[src/rtl/lrsc_pkg.sv]
package lrsc_pkg;
  localparam int unsigned WORD_W = 32;
  localparam logic [31:0] CRC_POLY_REFL = 32'hEDB88320;
  localparam logic [31:0] CRC_SEED      = 32'hFFFFFFFF;

  typedef enum logic [1:0] {VD_NONE, VD_ACCEPT, VD_DUP, VD_NAK} verdict_e;

  // One word folded into a running CRC, least significant bit first.
  function automatic logic [31:0] crc32_word(input logic [31:0] c_in,
                                             input logic [31:0] d);
    logic [31:0] r;
    r = c_in;
    for (int i = 0; i < 32; i++) begin
      if (r[0] ^ d[i]) r = (r >> 1) ^ CRC_POLY_REFL;
      else             r = r >> 1;
    end
    return r;
  endfunction
endpackage

[src/rtl/lrsc_crc_accum.sv]
module lrsc_crc_accum
  import lrsc_pkg::*;
#(
  parameter int unsigned SEQ_W = 12,
  parameter int unsigned DEPTH = 8,
  localparam int unsigned CNT_W = $clog2(DEPTH + 2),
  localparam int unsigned IDX_W = $clog2(DEPTH)
) (
  input  logic              clk,
  input  logic              rst_n,
  input  logic              beat,
  input  logic              first,
  input  logic              last,
  input  logic [WORD_W-1:0] data,
  output logic              body_good,
  output logic [SEQ_W-1:0]  seq_o,
  output logic [CNT_W-1:0]  body_len,
  output logic              wr_en,
  output logic [IDX_W-1:0]  wr_idx
);
  logic [31:0]      crc_q;
  logic [CNT_W-1:0] cnt_q;
  logic [SEQ_W-1:0] seq_q;
  logic             crc_ok, len_ok;

  always_comb begin
    crc_ok    = (crc_q ^ CRC_SEED) == data;
    len_ok    = !first && (cnt_q != '0) && (cnt_q <= CNT_W'(DEPTH));
    body_good = crc_ok && len_ok;
    wr_en     = beat && !last && (first || (cnt_q < CNT_W'(DEPTH)));
    wr_idx    = first ? '0 : cnt_q[IDX_W-1:0];
    seq_o     = seq_q;
    body_len  = cnt_q;
  end

  always_ff @(posedge clk) begin
    if (!rst_n) begin
      crc_q <= CRC_SEED;
      cnt_q <= '0;
      seq_q <= '0;
    end else if (beat && !last) begin
      crc_q <= crc32_word(first ? CRC_SEED : crc_q, data);
      if (first) begin
        cnt_q <= CNT_W'(1);
        seq_q <= data[SEQ_W-1:0];
      end else if (cnt_q != CNT_W'(DEPTH + 1)) begin
        cnt_q <= cnt_q + 1'b1;
      end
    end
  end

  AST_CNT_BOUND: assert property (@(posedge clk) disable iff (!rst_n)
    cnt_q <= CNT_W'(DEPTH + 1));
endmodule

[src/rtl/lrsc_verdict.sv]
module lrsc_verdict
  import lrsc_pkg::*;
#(
  parameter int unsigned SEQ_W = 12
) (
  input  logic             clk,
  input  logic             rst_n,
  input  logic             done,
  input  logic             good,
  input  logic [SEQ_W-1:0] seq,
  output logic             accept,
  output logic             ack_req,
  output logic [SEQ_W-1:0] ack_seq,
  output logic             nak_req,
  output logic [SEQ_W-1:0] nak_seq
);
  logic [SEQ_W-1:0] exp_q, exp_m1;
  logic             pend_q;
  verdict_e         vd;

  always_comb begin
    exp_m1 = exp_q - 1'b1;
    if (!done)                       vd = VD_NONE;
    else if (good && seq == exp_q)   vd = VD_ACCEPT;
    else if (good && seq == exp_m1)  vd = VD_DUP;
    else if (!pend_q)                vd = VD_NAK;
    else                             vd = VD_NONE;
    accept = (vd == VD_ACCEPT);
  end

  always_ff @(posedge clk) begin
    if (!rst_n) begin
      exp_q   <= '0;
      pend_q  <= 1'b0;
      ack_req <= 1'b0;
      ack_seq <= '0;
      nak_req <= 1'b0;
      nak_seq <= '0;
    end else begin
      ack_req <= (vd == VD_ACCEPT) || (vd == VD_DUP);
      nak_req <= (vd == VD_NAK);
      if (vd == VD_ACCEPT) begin
        ack_seq <= exp_q;
        exp_q   <= exp_q + 1'b1;
        pend_q  <= 1'b0;
      end else if (vd == VD_DUP) begin
        ack_seq <= exp_m1;
      end else if (vd == VD_NAK) begin
        nak_seq <= exp_q;
        pend_q  <= 1'b1;
      end
    end
  end

  AST_EXP_HOLD: assert property (@(posedge clk) disable iff (!rst_n)
    !accept |=> exp_q == $past(exp_q));
  AST_EXP_STEP: assert property (@(posedge clk) disable iff (!rst_n)
    accept |=> exp_q == SEQ_W'($past(exp_q) + 1'b1));
  AST_NAK_QUIET: assert property (@(posedge clk) disable iff (!rst_n)
    (pend_q && !accept) |=> !nak_req);
  AST_REQ_EXCL: assert property (@(posedge clk) disable iff (!rst_n)
    !(ack_req && nak_req));
  AST_ACK_PULSE: assert property (@(posedge clk) disable iff (!rst_n)
    ack_req |=> !ack_req);
endmodule

[src/rtl/lrsc_fwd_buf.sv]
module lrsc_fwd_buf
  import lrsc_pkg::*;
#(
  parameter int unsigned DEPTH = 8,
  localparam int unsigned CNT_W = $clog2(DEPTH + 2),
  localparam int unsigned IDX_W = $clog2(DEPTH)
) (
  input  logic              clk,
  input  logic              rst_n,
  input  logic              wr_en,
  input  logic [IDX_W-1:0]  wr_idx,
  input  logic [WORD_W-1:0] wr_data,
  input  logic              start,
  input  logic [CNT_W-1:0]  start_len,
  input  logic              out_ready,
  output logic              out_valid,
  output logic [WORD_W-1:0] out_data,
  output logic              out_last,
  output logic              busy
);
  logic [WORD_W-1:0] mem_q [DEPTH];
  logic [IDX_W-1:0]  rd_q;
  logic [CNT_W-1:0]  len_q;
  logic              busy_q;

  always_comb begin
    busy      = busy_q;
    out_valid = busy_q;
    out_data  = mem_q[rd_q];
    out_last  = (CNT_W'(rd_q) == len_q - 1'b1);
  end

  always_ff @(posedge clk) begin
    if (wr_en) mem_q[wr_idx] <= wr_data;
  end

  always_ff @(posedge clk) begin
    if (!rst_n) begin
      busy_q <= 1'b0;
      rd_q   <= '0;
      len_q  <= '0;
    end else if (start) begin
      busy_q <= 1'b1;
      rd_q   <= '0;
      len_q  <= start_len;
    end else if (busy_q && out_ready) begin
      if (out_last) busy_q <= 1'b0;
      else          rd_q   <= rd_q + 1'b1;
    end
  end

  AST_OUT_HOLD: assert property (@(posedge clk) disable iff (!rst_n)
    (out_valid && !out_ready) |=> out_valid && $stable(out_data) && $stable(out_last));
endmodule

[src/rtl/link_rx_seq_check.sv]
module link_rx_seq_check
  import lrsc_pkg::*;
#(
  parameter int unsigned SEQ_W = 12,
  parameter int unsigned DEPTH = 8,
  localparam int unsigned CNT_W = $clog2(DEPTH + 2),
  localparam int unsigned IDX_W = $clog2(DEPTH)
) (
  input  logic              clk,
  input  logic              rst_n,
  input  logic              in_valid,
  output logic              in_ready,
  input  logic              in_first,
  input  logic              in_last,
  input  logic [WORD_W-1:0] in_data,
  output logic              out_valid,
  input  logic              out_ready,
  output logic [WORD_W-1:0] out_data,
  output logic              out_last,
  output logic              ack_req,
  output logic [SEQ_W-1:0]  ack_seq,
  output logic              nak_req,
  output logic [SEQ_W-1:0]  nak_seq
);
  logic             busy, beat, pkt_done, body_good, accept, wr_en;
  logic [SEQ_W-1:0] hdr_seq;
  logic [CNT_W-1:0] body_len;
  logic [IDX_W-1:0] wr_idx;

  assign in_ready = !busy;
  assign beat     = in_valid && in_ready;
  assign pkt_done = beat && in_last;

  lrsc_crc_accum #(.SEQ_W(SEQ_W), .DEPTH(DEPTH)) u_accum (
    .clk(clk), .rst_n(rst_n), .beat(beat), .first(in_first), .last(in_last),
    .data(in_data), .body_good(body_good), .seq_o(hdr_seq), .body_len(body_len),
    .wr_en(wr_en), .wr_idx(wr_idx)
  );

  lrsc_verdict #(.SEQ_W(SEQ_W)) u_verdict (
    .clk(clk), .rst_n(rst_n), .done(pkt_done), .good(body_good), .seq(hdr_seq),
    .accept(accept), .ack_req(ack_req), .ack_seq(ack_seq),
    .nak_req(nak_req), .nak_seq(nak_seq)
  );

  lrsc_fwd_buf #(.DEPTH(DEPTH)) u_fwd (
    .clk(clk), .rst_n(rst_n), .wr_en(wr_en), .wr_idx(wr_idx), .wr_data(in_data),
    .start(accept), .start_len(body_len), .out_ready(out_ready),
    .out_valid(out_valid), .out_data(out_data), .out_last(out_last), .busy(busy)
  );

  AST_FWD_AFTER_LAST: assert property (@(posedge clk) disable iff (!rst_n)
    $rose(out_valid) |-> $past(in_valid && in_ready && in_last));
  AST_ACK_WITH_FWD: assert property (@(posedge clk) disable iff (!rst_n)
    $rose(out_valid) |-> ack_req);
endmodule

[config.mk]
export PLATFORM = sky130hd
export DESIGN_NAME = link_rx_seq_check
export DESIGN_NICKNAME = d
export VERILOG_FILES = /design/src/rtl/lrsc_pkg.sv /design/src/rtl/lrsc_crc_accum.sv /design/src/rtl/lrsc_verdict.sv /design/src/rtl/lrsc_fwd_buf.sv /design/src/rtl/link_rx_seq_check.sv
export SDC_FILE = /design/constraint.sdc
export NUM_CORES = 1
export LEC_CHECK = 0
export BUFFER_PORTS_ARGS = -buffer_cell sky130_fd_sc_hd__buf_2
export CAP_MARGIN = 20
export CORE_MARGIN = 1
export CORE_UTILIZATION = 55
export DETAILED_ROUTE_END_ITERATION = 10
export GPL_ROUTABILITY_DRIVEN = 0
export PLACE_DENSITY = 0.74
export SLEW_MARGIN = 25
export SYNTH_ARGS = -nofsm -noshare
export SYNTH_HDL_FRONTEND = slang
export SYNTH_SLANG_ARGS = --single-unit
[constraint.sdc]
create_clock -name clk -period 6.4 [get_ports clk]
set_input_delay 1.28 -clock clk [delete_from_list [all_inputs] [get_ports clk]]
set_output_delay 1.28 -clock clk [all_outputs]
set_load 0.03 [all_outputs]
==> out/metrics.yaml <==
timing:
  setup_ws_ns: 1.270
  slew_headroom_pct: 37.15
  finalCritPeriodShare_pct: 80.15
  tightest_slew_ns: 0.9428
  drv_slew: 0
  fin_crit_ns: 5.130
  hold_violations: 0
  max_freq_mhz: 194.9
  fin_tns_setup_ns: 0
  setup_viol: 0
  rsz0062_at_grt: "false"
  skew_ns: 0.01161
clock_tree:
  h-tree-depth: 2
  cts_buffer_depth: 3
  clockRootBuffer: "clkbuf_16"
  cts_setup_buffers: 0
  cts_buffers: 37
  hold_buffers: 0
  cts_tree: "done"
  clkTransAtPathRegs_ns: 0.06
  cts_resized: 0
  cts_sinks: 354
  insertion_delay_ns: 0.52
drt:
  drc: 0
  drt_wl_total_um: 39380
  dr.pass1.iters: 5
  ant_nets: 0
  dr_total_vias: 10090
  drt_iter0_markers: 797
  wl_per_cell_um: 21.73
  via_per_inst: 5.568
setup_path:
  slowest_delay_ns: 0.63
  cpMostUsedCell: "xnor3_2"
  reg2reg_to: "u_accum.crc_q[25]"
  reg2regPathDepth: 11
  worstPathArrival_ns: 5.48
  crit_family: "XOR/XNOR gates"
  crit_chain: "buf_2 -> nor2_4 -> xnor3_2 -> xnor2_4 -> xnor3_2 -> xor2_2 -> xor3_1 -> xnor2_2 -> xnor3_2 -> xnor3_1 -> nand2_1 -> nand3_1"
  start_kind: "input pin"
  critPathBufInv: 1
  cp-end-kind: "register"
  cp.required_ns: 6.75
  path_class: "in2reg"
  r2r_start: "u_accum.crc_q[0]"
  crit_fanout: 37
  rrSetupSlack_ns: 1.85
  slowest_stage: "xor3_1"
finish:
  drive_above_1_share_pct: 22.59
  antenna_cells: 0
  final_nets: 1396
  area_growth_pct: 11.81
  nFillCells: 2337
floorplanning:
  die_w_um: 182.6
  io_pins: 99
  die-area_mm2: 0.03335
  initial_core_util_pct: 56.42
  die_h_um: 182.6
  rows: 65
  coreArea_mm2: 0.03180
worst_hold_path:
  whs_path_depth: 2
  min_to: "u_accum.seq_o[11]"
  worstHoldPathType: "reg2reg"
  hp-start: "u_accum.seq_o[11]"
synth:
  synth_largest_area_cell: "edfxtp_1"
  ys_seq_area_share_pct: 53.78
  async_flop_share_pct: 0
  synth.distinct_cells: 54
  synth_edf_count: 256
  synth-seq-cells: 354
  synth_warnings: 0
  synth_nets: 1320
  yosysMostFrequentCell: "edfxtp_1"
  synthFlopType: "edfxtp_1"
  netlist.area_leader.share_pct: 42.85
  avgSynthCellArea_um2: 14.09
  syn-cell-area_mm2: 0.01794
  synthTopCellsByCount: "256 x edfxtp_1, 206 x xnor2_1, 98 x dfxtp_1, 88 x xor2_1"
  ys_top_cells_by_area: "edfxtp_1 43%, dfxtp_1 11%, xnor2_1 10%"
  syn_inst: 1273
flow_run:
  drv_cap: 0
global_routing:
  grt_max_degree: 94
  grt_overflow: 0
  grt_pass1_wl_um: 60160
  antenna_found_initial: 0
  grt_pass1_vias: 10130
  grt_usage_pct: 23.97
placement:
  port_buffers: 98
  dpl_worst_slack_ns: 0.7785
  hpwl_um: 25840
outcome:
  status: "completed"
==> worst max-delay path by stage <==
| stage | from | to | slack, ns | cells past startpoint |
|---|---|---|---|---|
| 6_report | in_first | u_accum.crc_q[25] | 1.27 | 12 |
| 5_1_grt | in_first | u_accum.crc_q[25] | 1.08 | 12 |
| 4_1_cts | in_first | u_accum.crc_q[25] | 1.32 | 12 |
| 3_5_place_dp | in_first | u_accum.crc_q[25] | 0.78 | 12 |
| 3_3_place_gp | in_first | u_accum.crc_q[21] | 0.85 | 11 |
| 2_1_floorplan | in_first | u_fwd.mem_q[6][0] | 0.61 | 7 |
==> cell families (layout without fill, tap and decap cells) <==
| logic type | after synthesis | count (layout) | synth area share [%] |
|---|---|---|---|
| AO/OA/AOI/OAI | 70 | 70 | 2.504 |
| adder cells (fa/ha/maj) | 9 | 9 | 0.6276 |
| flip-flops | 354 | 354 | 53.78 |
| XOR/XNOR | 358 | 358 | 22.19 |
| multiplexers | 117 | 117 | 11.21 |
| buffers and inverters | 90 | 194 | 2.190 |
| AND/OR/NAND/NOR | 275 | 275 | 7.497 |
==> routing by layer <==
layer  share of wire, %  wire [um]  vias to the layer above  global-route usage, %
li1                   -          -                     4688                      -
met2                 47      18610                      270                  38.79
met1                 46      18090                     5074                  34.38
met4                1.9        764                        0                  6.218
met3                4.9       1915                       57                  3.073
met5                  0          0                        -                      0
==> worst reg2reg max path: stages (launching register included) <==
cell and delay [ns]:
dfxtp_1 0.72, xnor2_1 0.19, nor2_1 0.08, xnor2_2 0.56, xnor3_1 0.56, xnor3_2 0.52, xor3_1 0.52, xnor2_2 0.32
xnor3_2 0.39, xnor3_1 0.36, nand2_1 0.07, nand3_1 0.09
==> state kept, by name (all words and copies together) (netlist names), named ones only <==
register / flops
u_verdict.ack_req: 1
u_accum.seq_o: 12
u_fwd.mem_q: 256
u_fwd.rd_q: 3
u_accum.crc_q: 32
u_verdict.ack_seq: 12
u_verdict.nak_req: 1
u_verdict.pend_q: 1
u_accum.body_len: 4
u_verdict.exp_q: 12
u_fwd.len_q: 4
u_fwd.busy: 1
u_verdict.nak_seq: 12
==> cell usage in the layout (no fill, tap or decap), types with 5 or more instances in the layout <==
cell type / synthesis / layout
inv_1: 12 / 12
o21ai_0: 24 / 24
and2_1: 28 / 28
nor3_1: 5 / 5
nand2_1: 75 / 75
xor2_1: 88 / 88
ha_1: 9 / 9
mux4_2: 64 / 64
a21boi_0: 13 / 13
xnor2_2: 9 / 9
xor2_2: 5 / 5
buf_4: 5 / 17
xor3_1: 7 / 7
clkbuf_1: 48 / 7
nor2_1: 75 / 72
xnor3_2: 9 / 9
and3_1: 8 / 8
xnor3_1: 27 / 27
nor2b_1: 21 / 21
edfxtp_1: 256 / 256
nor4_1: 17 / 13
clkbuf_8: 0 / 5
clkinv_2: 0 / 5
mux2i_1: 21 / 21
clkbuf_16: 0 / 39
nand3_1: 19 / 18
mux2_2: 32 / 32
buf_2: 10 / 98
xnor2_1: 206 / 206
nand4_1: 6 / 6
o211ai_1: 17 / 17
dfxtp_1: 98 / 95
==> through the flow <==
stage	hold slack, ns	instance area, um2	instances	util [%]
4_1_cts	0.5081	20060	1812	63.09
6_report	0.5057	20060	1812	63.09
2_1_floorplan	0.4551	17940	1273	-
3_3_place_gp	0.4800	18830	1745	59.21
5_1_grt	0.5303	20060	1812	63.09
3_5_place_dp	0.4896	18830	1745	59.21
==> layout make-up <==
type                    instances  area, um2  share of cell area [%]
well taps                     435      544.3                   2.713
repair buffers                115      618.1                   3.081
clock inverters                16      163.9                  0.8170
flip-flops and latches        354       9656                   48.13
clock buffers                  51       1071                   5.339
multi-input cells             829       7964                   39.70
inverters                      12      45.04                  0.2245
Power is not shown: default switching activity piles up to over one toggle a cycle in this logic, so the estimate is an artifact.
